## src/rtl/crf_pkg.sv

```systemverilog
package crf_pkg;
  localparam logic [7:0] A_CTRL  = 8'h00;
  localparam logic [7:0] A_MODE  = 8'h04;
  localparam logic [7:0] A_IEN   = 8'h10;
  localparam logic [7:0] A_IDIS  = 8'h14;
  localparam logic [7:0] A_IMASK = 8'h18;
  localparam logic [7:0] A_STAT  = 8'h1C;
  localparam logic [7:0] A_VER   = 8'hFC;

  localparam logic [3:0] B_KEY  = 4'h2;
  localparam logic [3:0] B_DIN  = 4'h4;
  localparam logic [3:0] B_DOUT = 4'h5;
  localparam logic [3:0] B_IV   = 4'h6;

  localparam logic [31:0] MODE_RW   = 32'h0000_F3FD;
  localparam logic [31:0] MODE_PROT = 32'h3F00_0000;
  localparam logic [3:0]  PROT_PASS = 4'hE;

  localparam int CB_GO   = 0;
  localparam int CB_CLR  = 8;
  localparam int CB_SEED = 16;

  localparam logic [2:0] OPM_CHAIN = 3'd1;

  typedef enum logic [1:0] {
    SM_MANUAL = 2'd0,
    SM_FILL   = 2'd1,
    SM_W0     = 2'd2,
    SM_RSVD   = 2'd3
  } smod_e;

  typedef enum logic [3:0] {
    VC_DIN_BUSY  = 4'd0,
    VC_DOUT_BUSY = 4'd1,
    VC_MODE_BUSY = 4'd2,
    VC_DOUT_KEY  = 4'd3,
    VC_MODE_KEY  = 4'd4,
    VC_WO_READ   = 4'd5
  } vcode_e;

  typedef enum logic [1:0] {
    DP_IDLE   = 2'd0,
    DP_KEYGEN = 2'd1,
    DP_PROC   = 2'd2
  } dp_state_e;
endpackage

```

## src/rtl/crf_cipher_stub.sv

```systemverilog
module crf_cipher_stub import crf_pkg::*; #(
  parameter int NWORDS   = 4,
  parameter int KEY_CYC  = 6,
  parameter int PROC_CYC = 12
) (
  input  logic                    clk,
  input  logic                    rst_n,
  input  logic                    clr,
  input  logic                    start,
  input  logic                    key_new,
  input  logic [2:0]              op_mode,
  input  logic [NWORDS-1:0][31:0] din,
  input  logic [NWORDS-1:0][31:0] key,
  input  logic [NWORDS-1:0][31:0] chain,
  output logic                    busy,
  output logic                    keygen,
  output logic                    done,
  output logic [NWORDS-1:0][31:0] dout
);
  localparam int CNT_MAX = (KEY_CYC > PROC_CYC) ? KEY_CYC : PROC_CYC;
  localparam int CNT_W   = $clog2(CNT_MAX + 1);

  dp_state_e               st_q, st_d;
  logic [CNT_W-1:0]        cnt_q, cnt_d;
  logic                    done_q, done_d;
  logic [NWORDS-1:0][31:0] blk_q, blk_d, res_q, res_d, mix;

  for (genvar w = 0; w < NWORDS; w++) begin : g_mix
    assign mix[w] = din[w] ^ key[w] ^ ((op_mode == OPM_CHAIN) ? chain[w] : 32'h0);
  end

  always_comb begin
    st_d   = st_q;
    cnt_d  = cnt_q;
    blk_d  = blk_q;
    res_d  = res_q;
    done_d = 1'b0;
    unique case (st_q)
      DP_IDLE: if (start) begin
        blk_d = mix;
        if (key_new) begin
          st_d  = DP_KEYGEN;
          cnt_d = CNT_W'(KEY_CYC - 1);
        end else begin
          st_d  = DP_PROC;
          cnt_d = CNT_W'(PROC_CYC - 1);
        end
      end
      DP_KEYGEN: if (cnt_q == '0) begin
        st_d  = DP_PROC;
        cnt_d = CNT_W'(PROC_CYC - 1);
      end else begin
        cnt_d = cnt_q - 1'b1;
      end
      DP_PROC: if (cnt_q == '0) begin
        st_d   = DP_IDLE;
        done_d = 1'b1;
        res_d  = blk_q;
      end else begin
        cnt_d = cnt_q - 1'b1;
      end
      default: st_d = DP_IDLE;
    endcase
    if (clr) begin
      st_d   = DP_IDLE;
      cnt_d  = '0;
      blk_d  = '0;
      res_d  = '0;
      done_d = 1'b0;
    end
  end

  always_ff @(posedge clk or negedge rst_n) begin
    if (!rst_n) begin
      st_q   <= DP_IDLE;
      cnt_q  <= '0;
      done_q <= 1'b0;
      blk_q  <= '0;
      res_q  <= '0;
    end else begin
      st_q   <= st_d;
      cnt_q  <= cnt_d;
      done_q <= done_d;
      blk_q  <= blk_d;
      res_q  <= res_d;
    end
  end

  assign busy   = (st_q != DP_IDLE);
  assign keygen = (st_q == DP_KEYGEN);
  assign done   = done_q;
  assign dout   = res_q;
endmodule

```

## src/rtl/crf_start_ctrl.sv

```systemverilog
module crf_start_ctrl import crf_pkg::*; #(
  parameter int NWORDS = 4
) (
  input  logic              clk,
  input  logic              rst_n,
  input  logic              clr,
  input  logic [1:0]        smod,
  input  logic              go_wr,
  input  logic [NWORDS-1:0] din_wr,
  input  logic              dp_busy,
  output logic              start_pulse
);
  logic              start_q, start_d;
  logic              pend_q, pend_d;
  logic [NWORDS-1:0] fill_q, fill_d;
  logic              busy_any, req_go, req_fill, req_w0, fire;

  assign busy_any = dp_busy | start_q;
  assign req_go   = go_wr && ((smod == SM_MANUAL) || (smod == SM_RSVD));
  assign req_fill = (smod == SM_FILL) && (&(fill_q | din_wr));
  assign req_w0   = (smod == SM_W0) && din_wr[0];
  assign fire     = (req_go || req_fill || req_w0 || pend_q) && !busy_any;

  always_comb begin
    start_d = fire;
    pend_d  = pend_q;
    fill_d  = fill_q | din_wr;
    if (fire) begin
      pend_d = 1'b0;
      fill_d = '0;
    end else if (req_w0) begin
      pend_d = 1'b1;
    end
    if (clr) begin
      start_d = 1'b0;
      pend_d  = 1'b0;
      fill_d  = '0;
    end
  end

  always_ff @(posedge clk or negedge rst_n) begin
    if (!rst_n) begin
      start_q <= 1'b0;
      pend_q  <= 1'b0;
      fill_q  <= '0;
    end else begin
      start_q <= start_d;
      pend_q  <= pend_d;
      fill_q  <= fill_d;
    end
  end

  assign start_pulse = start_q;
endmodule

```

## src/rtl/crf_access_mon.sv

```systemverilog
module crf_access_mon import crf_pkg::*; (
  input  logic       clk,
  input  logic       rst_n,
  input  logic       clr,
  input  logic       bus_wr,
  input  logic       bus_rd,
  input  logic       sel_mode,
  input  logic       sel_din,
  input  logic       sel_dout,
  input  logic       sel_wo,
  input  logic       strict_w0,
  input  logic       busy_any,
  input  logic       keygen,
  input  logic       stat_rd,
  output logic       viol,
  output logic       urad_q,
  output logic [3:0] urat_q
);
  vcode_e     code;
  logic       urad_d;
  logic [3:0] urat_d;

  always_comb begin
    viol = 1'b1;
    code = VC_WO_READ;
    if (bus_rd && sel_wo)                             code = VC_WO_READ;
    else if (bus_rd && sel_dout && keygen)            code = VC_DOUT_KEY;
    else if (bus_rd && sel_dout && busy_any)          code = VC_DOUT_BUSY;
    else if (bus_wr && sel_mode && keygen)            code = VC_MODE_KEY;
    else if (bus_wr && sel_mode && busy_any)          code = VC_MODE_BUSY;
    else if (bus_wr && sel_din && busy_any && strict_w0) code = VC_DIN_BUSY;
    else                                              viol = 1'b0;
  end

  always_comb begin
    urad_d = urad_q;
    urat_d = urat_q;
    if (stat_rd) begin
      urad_d = 1'b0;
      urat_d = '0;
    end
    if (viol && !urad_q) begin
      urad_d = 1'b1;
      urat_d = code;
    end
    if (clr) begin
      urad_d = 1'b0;
      urat_d = '0;
    end
  end

  always_ff @(posedge clk or negedge rst_n) begin
    if (!rst_n) begin
      urad_q <= 1'b0;
      urat_q <= '0;
    end else begin
      urad_q <= urad_d;
      urat_q <= urat_d;
    end
  end
endmodule

```

## src/rtl/cipher_reg_frontend.sv

```systemverilog
module cipher_reg_frontend import crf_pkg::*; #(
  parameter int          ADDR_W     = 8,
  parameter int          NWORDS     = 4,
  parameter int          KEY_CYC    = 6,
  parameter int          PROC_CYC   = 12,
  parameter logic [11:0] HW_VERSION = 12'h1A5,
  parameter logic [2:0]  HW_FIX     = 3'd2
) (
  input  logic              clk,
  input  logic              rst_n,
  input  logic [ADDR_W-1:0] bus_addr,
  input  logic              bus_wr,
  input  logic              bus_rd,
  input  logic [31:0]       bus_wdata,
  output logic [31:0]       bus_rdata,
  output logic              start_pulse,
  output logic              seed_pulse,
  output logic              irq
);
  localparam int IDX_W  = $clog2(NWORDS);
  localparam int BANK_W = ADDR_W - IDX_W - 2;

  // reset: asserted asynchronously, released on the clock
  logic [1:0] rsync_q;
  logic       rst_sync_n;
  always_ff @(posedge clk or negedge rst_n) begin
    if (!rst_n) rsync_q <= 2'b00;
    else        rsync_q <= {rsync_q[0], 1'b1};
  end
  assign rst_sync_n = rsync_q[1];

  // address decode
  logic [IDX_W-1:0]  widx;
  logic [BANK_W-1:0] bank;
  logic sel_ctrl, sel_mode, sel_ien, sel_idis, sel_imask, sel_stat, sel_ver;
  logic sel_key, sel_din, sel_dout, sel_iv, sel_wo;

  assign widx      = bus_addr[IDX_W+1:2];
  assign bank      = bus_addr[ADDR_W-1:IDX_W+2];
  assign sel_ctrl  = (bus_addr == ADDR_W'(A_CTRL));
  assign sel_mode  = (bus_addr == ADDR_W'(A_MODE));
  assign sel_ien   = (bus_addr == ADDR_W'(A_IEN));
  assign sel_idis  = (bus_addr == ADDR_W'(A_IDIS));
  assign sel_imask = (bus_addr == ADDR_W'(A_IMASK));
  assign sel_stat  = (bus_addr == ADDR_W'(A_STAT));
  assign sel_ver   = (bus_addr == ADDR_W'(A_VER));
  assign sel_key   = (bank == BANK_W'(B_KEY));
  assign sel_din   = (bank == BANK_W'(B_DIN));
  assign sel_dout  = (bank == BANK_W'(B_DOUT));
  assign sel_iv    = (bank == BANK_W'(B_IV));
  assign sel_wo    = sel_ctrl | sel_ien | sel_idis | sel_key | sel_din | sel_iv;

  // control pulses
  logic soft_clr, go_wr, seed_q, seed_d;
  assign soft_clr = bus_wr && sel_ctrl && bus_wdata[CB_CLR];
  assign go_wr    = bus_wr && sel_ctrl && bus_wdata[CB_GO];

  // engine status and violation state
  logic       dp_busy, dp_keygen, dp_done, busy_any, keygen_any, viol;
  logic       urad_q, stat_rd, mode_wr_try;
  logic [3:0] urat_q;
  logic       key_dirty_q, key_dirty_d;
  logic [31:0] mode_q, mode_d;
  logic [1:0]  smod;

  assign smod        = mode_q[9:8];
  assign busy_any    = dp_busy | start_pulse;
  assign keygen_any  = dp_keygen | (start_pulse & key_dirty_q);
  assign stat_rd     = bus_rd && sel_stat;
  assign mode_wr_try = bus_wr && sel_mode;

  // word banks
  logic [NWORDS-1:0][31:0] key_q, din_q, iv_q, dout;
  logic [NWORDS-1:0]       key_we, din_we, iv_we, din_ok, dout_hit;

  for (genvar w = 0; w < NWORDS; w++) begin : g_bank
    assign key_we[w]   = bus_wr && sel_key && (widx == IDX_W'(w));
    assign din_we[w]   = bus_wr && sel_din && (widx == IDX_W'(w));
    assign iv_we[w]    = bus_wr && sel_iv  && (widx == IDX_W'(w));
    assign din_ok[w]   = din_we[w] && !viol;
    assign dout_hit[w] = bus_rd && sel_dout && (widx == IDX_W'(w)) && !viol;

    always_ff @(posedge clk or negedge rst_sync_n) begin
      if (!rst_sync_n)   key_q[w] <= '0;
      else if (soft_clr) key_q[w] <= '0;
      else if (key_we[w]) key_q[w] <= bus_wdata;
    end
    always_ff @(posedge clk or negedge rst_sync_n) begin
      if (!rst_sync_n)   din_q[w] <= '0;
      else if (soft_clr) din_q[w] <= '0;
      else if (din_ok[w]) din_q[w] <= bus_wdata;
    end
    always_ff @(posedge clk or negedge rst_sync_n) begin
      if (!rst_sync_n)   iv_q[w] <= '0;
      else if (soft_clr) iv_q[w] <= '0;
      else if (iv_we[w]) iv_q[w] <= bus_wdata;
    end
  end

  // submodules
  crf_start_ctrl #(.NWORDS(NWORDS)) u_start (
    .clk(clk), .rst_n(rst_sync_n), .clr(soft_clr), .smod(smod),
    .go_wr(go_wr), .din_wr(din_ok), .dp_busy(dp_busy),
    .start_pulse(start_pulse)
  );

  crf_access_mon u_mon (
    .clk(clk), .rst_n(rst_sync_n), .clr(soft_clr),
    .bus_wr(bus_wr), .bus_rd(bus_rd), .sel_mode(sel_mode), .sel_din(sel_din),
    .sel_dout(sel_dout), .sel_wo(sel_wo),
    .strict_w0((smod == SM_W0) && !mode_q[3]),
    .busy_any(busy_any), .keygen(keygen_any), .stat_rd(stat_rd),
    .viol(viol), .urad_q(urad_q), .urat_q(urat_q)
  );

  crf_cipher_stub #(.NWORDS(NWORDS), .KEY_CYC(KEY_CYC), .PROC_CYC(PROC_CYC)) u_eng (
    .clk(clk), .rst_n(rst_sync_n), .clr(soft_clr), .start(start_pulse),
    .key_new(key_dirty_q), .op_mode(mode_q[14:12]),
    .din(din_q), .key(key_q), .chain(iv_q),
    .busy(dp_busy), .keygen(dp_keygen), .done(dp_done), .dout(dout)
  );

  // mode, mask, ready, key tracking: next state
  logic [1:0]        imr_q, imr_d;
  logic              datrdy_q, datrdy_d;
  logic [NWORDS-1:0] rdm_q, rdm_d, rdm_nx;

  assign rdm_nx = rdm_q | dout_hit;

  always_comb begin
    mode_d = mode_q;
    if (mode_wr_try && !viol) begin
      if (bus_wdata[23:20] == PROT_PASS) mode_d = bus_wdata & (MODE_RW | MODE_PROT);
      else                               mode_d = (bus_wdata & MODE_RW) | (mode_q & MODE_PROT);
    end

    imr_d = imr_q;
    if (bus_wr && sel_ien)  imr_d = imr_d | {bus_wdata[8], bus_wdata[0]};
    if (bus_wr && sel_idis) imr_d = imr_d & ~{bus_wdata[8], bus_wdata[0]};

    datrdy_d = datrdy_q;
    rdm_d    = rdm_q;
    if (|dout_hit) begin
      if (&rdm_nx) begin
        datrdy_d = 1'b0;
        rdm_d    = '0;
      end else begin
        rdm_d = rdm_nx;
      end
    end
    if (dp_done) begin
      datrdy_d = 1'b1;
      rdm_d    = '0;
    end

    key_dirty_d = key_dirty_q;
    if (start_pulse) key_dirty_d = 1'b0;
    if (|key_we)     key_dirty_d = 1'b1;

    seed_d = bus_wr && sel_ctrl && bus_wdata[CB_SEED];

    if (soft_clr) begin
      mode_d      = '0;
      imr_d       = '0;
      datrdy_d    = 1'b0;
      rdm_d       = '0;
      key_dirty_d = 1'b0;
      seed_d      = 1'b0;
    end
  end

  always_ff @(posedge clk or negedge rst_sync_n) begin
    if (!rst_sync_n) begin
      mode_q      <= '0;
      imr_q       <= '0;
      datrdy_q    <= 1'b0;
      rdm_q       <= '0;
      key_dirty_q <= 1'b0;
      seed_q      <= 1'b0;
    end else begin
      mode_q      <= mode_d;
      imr_q       <= imr_d;
      datrdy_q    <= datrdy_d;
      rdm_q       <= rdm_d;
      key_dirty_q <= key_dirty_d;
      seed_q      <= seed_d;
    end
  end

  // read path
  always_comb begin
    bus_rdata = '0;
    if (bus_rd && !viol) begin
      if (sel_mode)       bus_rdata = mode_q;
      else if (sel_imask) bus_rdata = {23'b0, imr_q[1], 7'b0, imr_q[0]};
      else if (sel_stat)  bus_rdata = {16'b0, urat_q, 3'b0, urad_q, 7'b0, datrdy_q};
      else if (sel_dout)  bus_rdata = dout[widx];
      else if (sel_ver)   bus_rdata = {13'b0, HW_FIX, 4'b0, HW_VERSION};
    end
  end

  assign seed_pulse = seed_q;
  assign irq        = (datrdy_q & imr_q[0]) | (urad_q & imr_q[1]);
endmodule

```

## config.mk

```make
export PLATFORM = sky130hd
export DESIGN_NAME = cipher_reg_frontend
export DESIGN_NICKNAME = d
export VERILOG_FILES = /design/src/rtl/crf_pkg.sv /design/src/rtl/crf_cipher_stub.sv /design/src/rtl/crf_start_ctrl.sv /design/src/rtl/crf_access_mon.sv /design/src/rtl/cipher_reg_frontend.sv
export SDC_FILE = /design/constraint.sdc
export NUM_CORES = 1
export LEC_CHECK = 0
export BUFFER_PORTS_ARGS = -buffer_cell sky130_fd_sc_hd__buf_2
export CORE_MARGIN = 2
export CORE_UTILIZATION = 55
export CTS_BUF_LIST = sky130_fd_sc_hd__clkbuf_4 sky130_fd_sc_hd__clkbuf_8
export DETAILED_ROUTE_END_ITERATION = 8
export GPL_TIMING_DRIVEN = 1
export PLACE_DENSITY = 0.72
export SYNTH_ARGS = -nofsm -noshare
export SYNTH_HDL_FRONTEND = slang
export SYNTH_SLANG_ARGS = --single-unit
export TNS_END_PERCENT = 1
```

## constraint.sdc

```tcl
create_clock -name clk -period 44 [get_ports clk]
set_input_delay 6.6 -clock clk [delete_from_list [all_inputs] [get_ports clk]]
set_output_delay 6.6 -clock clk [all_outputs]
set_load 0.02 [all_outputs]
```

==> impl_metrics.py <==
metrics = {
    "outcome": {
        "status": "finished clean",
    },
    "critical_path": {
        "crit_fanout": 44,
        "slowest_delay_ns": 0.89,
        "critPathLaunch": "bus_addr[2]",
        "crit_path_top_delay_cell": "or3_1",
        "cp-end-kind": "output port",
        "worstPathCellList": "buf_4 > nor2b_1 > nor4b_1 > a311o_1 > or3_1 > nor2b_1 > buf_2",
        "cp_common_cell": "nor2b_1",
        "startpoint_type": "input pin",
        "cp_data_arrival_time_ns": 9.80,
        "required_ns": 37.40,
        "cp_num_buf_inv": 2,
        "worst_r2r_startpoint": "u_eng.st_q[0]$_DFFE_PN0P_",
        "path_delay_family": "simple AND/OR/NAND/NOR gates",
        "crit_type": "input pin to output port",
    },
    "clocking": {
        "clk_pin_slew_ns": 0.06,
        "insertion_delay_ns": 0.73,
        "hold_buffers": 0,
        "clockBufferDepth": 3,
        "cts-resized-gates": 0,
        "cts_buffers": 108,
        "cts_sinks": 687,
        "h-tree-depth": 3,
        "root_buffer": "clkbuf_8",
        "postCtsSetupRepairBufs": 0,
        "tritoncts": "yes",
    },
    "sta": {
        "fin_crit_sh": 0.373,
        "setup_tns_ns": 0,
        "setup_ws_ns": 27.60,
        "final.setup_skew_ns": 0.0394,
        "report.final.slew_viol_count": 0,
        "holdWs_ns": 0.344,
        "slew_headroom": 0.164,
        "max_freq_mhz": 61.0,
        "timing_worst_slew_pin_value_ns": 1.25,
        "min_period_ns": 16.40,
        "setup_viol": 0,
        "rsz0062_at_grt": "no",
        "final-hold-violation-count": 0,
    },
    "global_routing": {
        "grt_max_degree": 228,
        "antenna_found_initial": 7,
        "grt_pass1_wl_mm": 130,
        "gr-usage-all-layers": 0.276,
        "grt_overflow_total": 0,
        "grt_pass1_vias": 23500,
    },
    "logic_synthesis": {
        "yosys.area.top_type": "dfrtp_1",
        "yosys-top-cells-count": "dfrtp_1, nand2_1, nor2_1, mux2i_1, xnor2_1",
        "netlist.area_leader.share": 0.541,
        "syn_area_mm2": 0.0318,
        "synth-edff-count": 0,
        "syn_avg_cell_area_um2": 10.2,
        "ys_seq_area_frac": 0.541,
        "yosys-top-cells-area": "dfrtp_1, mux2i_1, xnor2_1",
        "ys_types": 54,
        "synth-main-ff-cell": "dfrtp_1",
        "synth_nets": 3163,
        "async_reset_ff_frac": 1.00,
        "synth_warnings": 0,
        "yosysMostFrequentCell": "dfrtp_1",
        "ys_seq_elements": 687,
        "synthCells": 3112,
    },
    "detailed_routing": {
        "drt_iter0_drc": 2146,
        "wl_per_cell_um": 20.6,
        "routed_via_density": 5.85,
        "postRouteAntennaNets": 0,
        "drc": 0,
        "firstDrtPassIters": 6,
        "vias": 22926,
        "routed_wl_mm": 80.9,
    },
    "final_layout": {
        "area_growth_pct": 9.16,
        "stdcell_count": 3919,
        "drive_gt1_frac": 0.112,
        "design_area_mm2": 0.0347,
        "fin_util": 0.604,
        "final_nets": 3132,
        "num-fill-cells": 4621,
        "multiInputGateArea_mm2": 0.0136,
        "seq_area_mm2": 0.0172,
    },
    "placed_design": {
        "pre_cts_slack_ns": 27.76,
        "gp_congestion": 0.870,
        "io_buffer_count": 78,
        "placed_cells": 3736,
        "placed_cell_area_mm2": 0.0325,
        "hpwlAfterDp_mm": 45.7,
    },
    "floorplanning": {
        "core-area_mm2": 0.0574,
        "initial_core_util": 0.554,
        "ioPinCount": 79,
        "die_w_um": 244,
        "die_y_um": 244,
        "fp-row-count": 88,
        "die-area_mm2": 0.0597,
    },
    "power_and_ir_drop": {
        "peakVddDrop_mv": 0.0316,
        "p_leak_nw": 15.5,
        "power_density_mw_per_mm2": 47.7,
        "report.power.total_mw": 1.65,
    },
    "hold_path": {
        "hold_path_class": "flop to asynchronous set/reset pin",
    },
    "run": {
        "drv_cap": 0,
    },
}
## layout make-up
class / instances / area share
Timing Repair Buffer: 114 / 0.0202
Antenna cell: 4 / 0.000289
Multi-Input combinational cell: 2161 / 0.392
Clock inverter: 12 / 0.00281
Sequential cell: 687 / 0.496
Tap cell: 765 / 0.0276
Clock buffer: 167 / 0.0605
Inverter: 9 / 0.000974
## worst paths after layout
check                           depth (start not counted)  slack [ns]                           end
worst max-delay path                                    7       27.60                 bus_rdata[16]
worst min-delay path                                    0        0.34         key_q[85]$_DFFE_PN0P_
worst max register to register                          8       40.09  u_eng.blk_q[110]$_DFFE_PN0P_
worst min register to register                          0        0.34         key_q[85]$_DFFE_PN0P_
max in group asynchronous                               1       38.25          rsync_q[1]$_DFF_PN0_
min in group clk                                        0        0.36          rsync_q[1]$_DFF_PN0_
## layout by cell type (no fill, tap or decap), drive strengths merged, types with 72 or more instances in the layout
cell    count
xnor2     256
mux2i     338
buf       114
nand2     597
a21oi     207
dfrtp     687
clkbuf    167
nand3      72
o31ai     129
nor2      387
## per-layer routing
layer / routed length (um) / up-vias / global-route usage
met3: 5480 / 175 / 0.0511
li1: - / 10304 / -
met1: 34000 / 11682 / 0.372
met4: 2460 / 2 / 0.100
met2: 38900 / 763 / 0.451
met5: 13 / - / 0
## logic make-up after synthesis
group / Yosys count / share of synthesized area
and+or+nand+nor: 1132 / 0.145
DFF: 687 / 0.541
AOI/OAI and AO/OA: 394 / 0.0762
adders and majority gates: 7 / 0.00276
xor gates and xnor gates: 256 / 0.0706
buffers and inverters: 264 / 0.0349
other: 1 / 0.000118
muxes: 371 / 0.130
## flip-flops by register name, summed over array words and instances, names as in the netlist, 19 cells and up
register,count
din_q,128
iv_q,128
u_eng.dout,128
mode_q,19
u_eng.blk_q,128
key_q,128
## power by group
group / internal [mW] / switching [mW]
Clock: 0.306 / 0.245
Combinational: 0.134 / 0.147
Sequential: 0.744 / 0.0768
Total: 1.18 / 0.469
(Power assumes the default switching activity.)
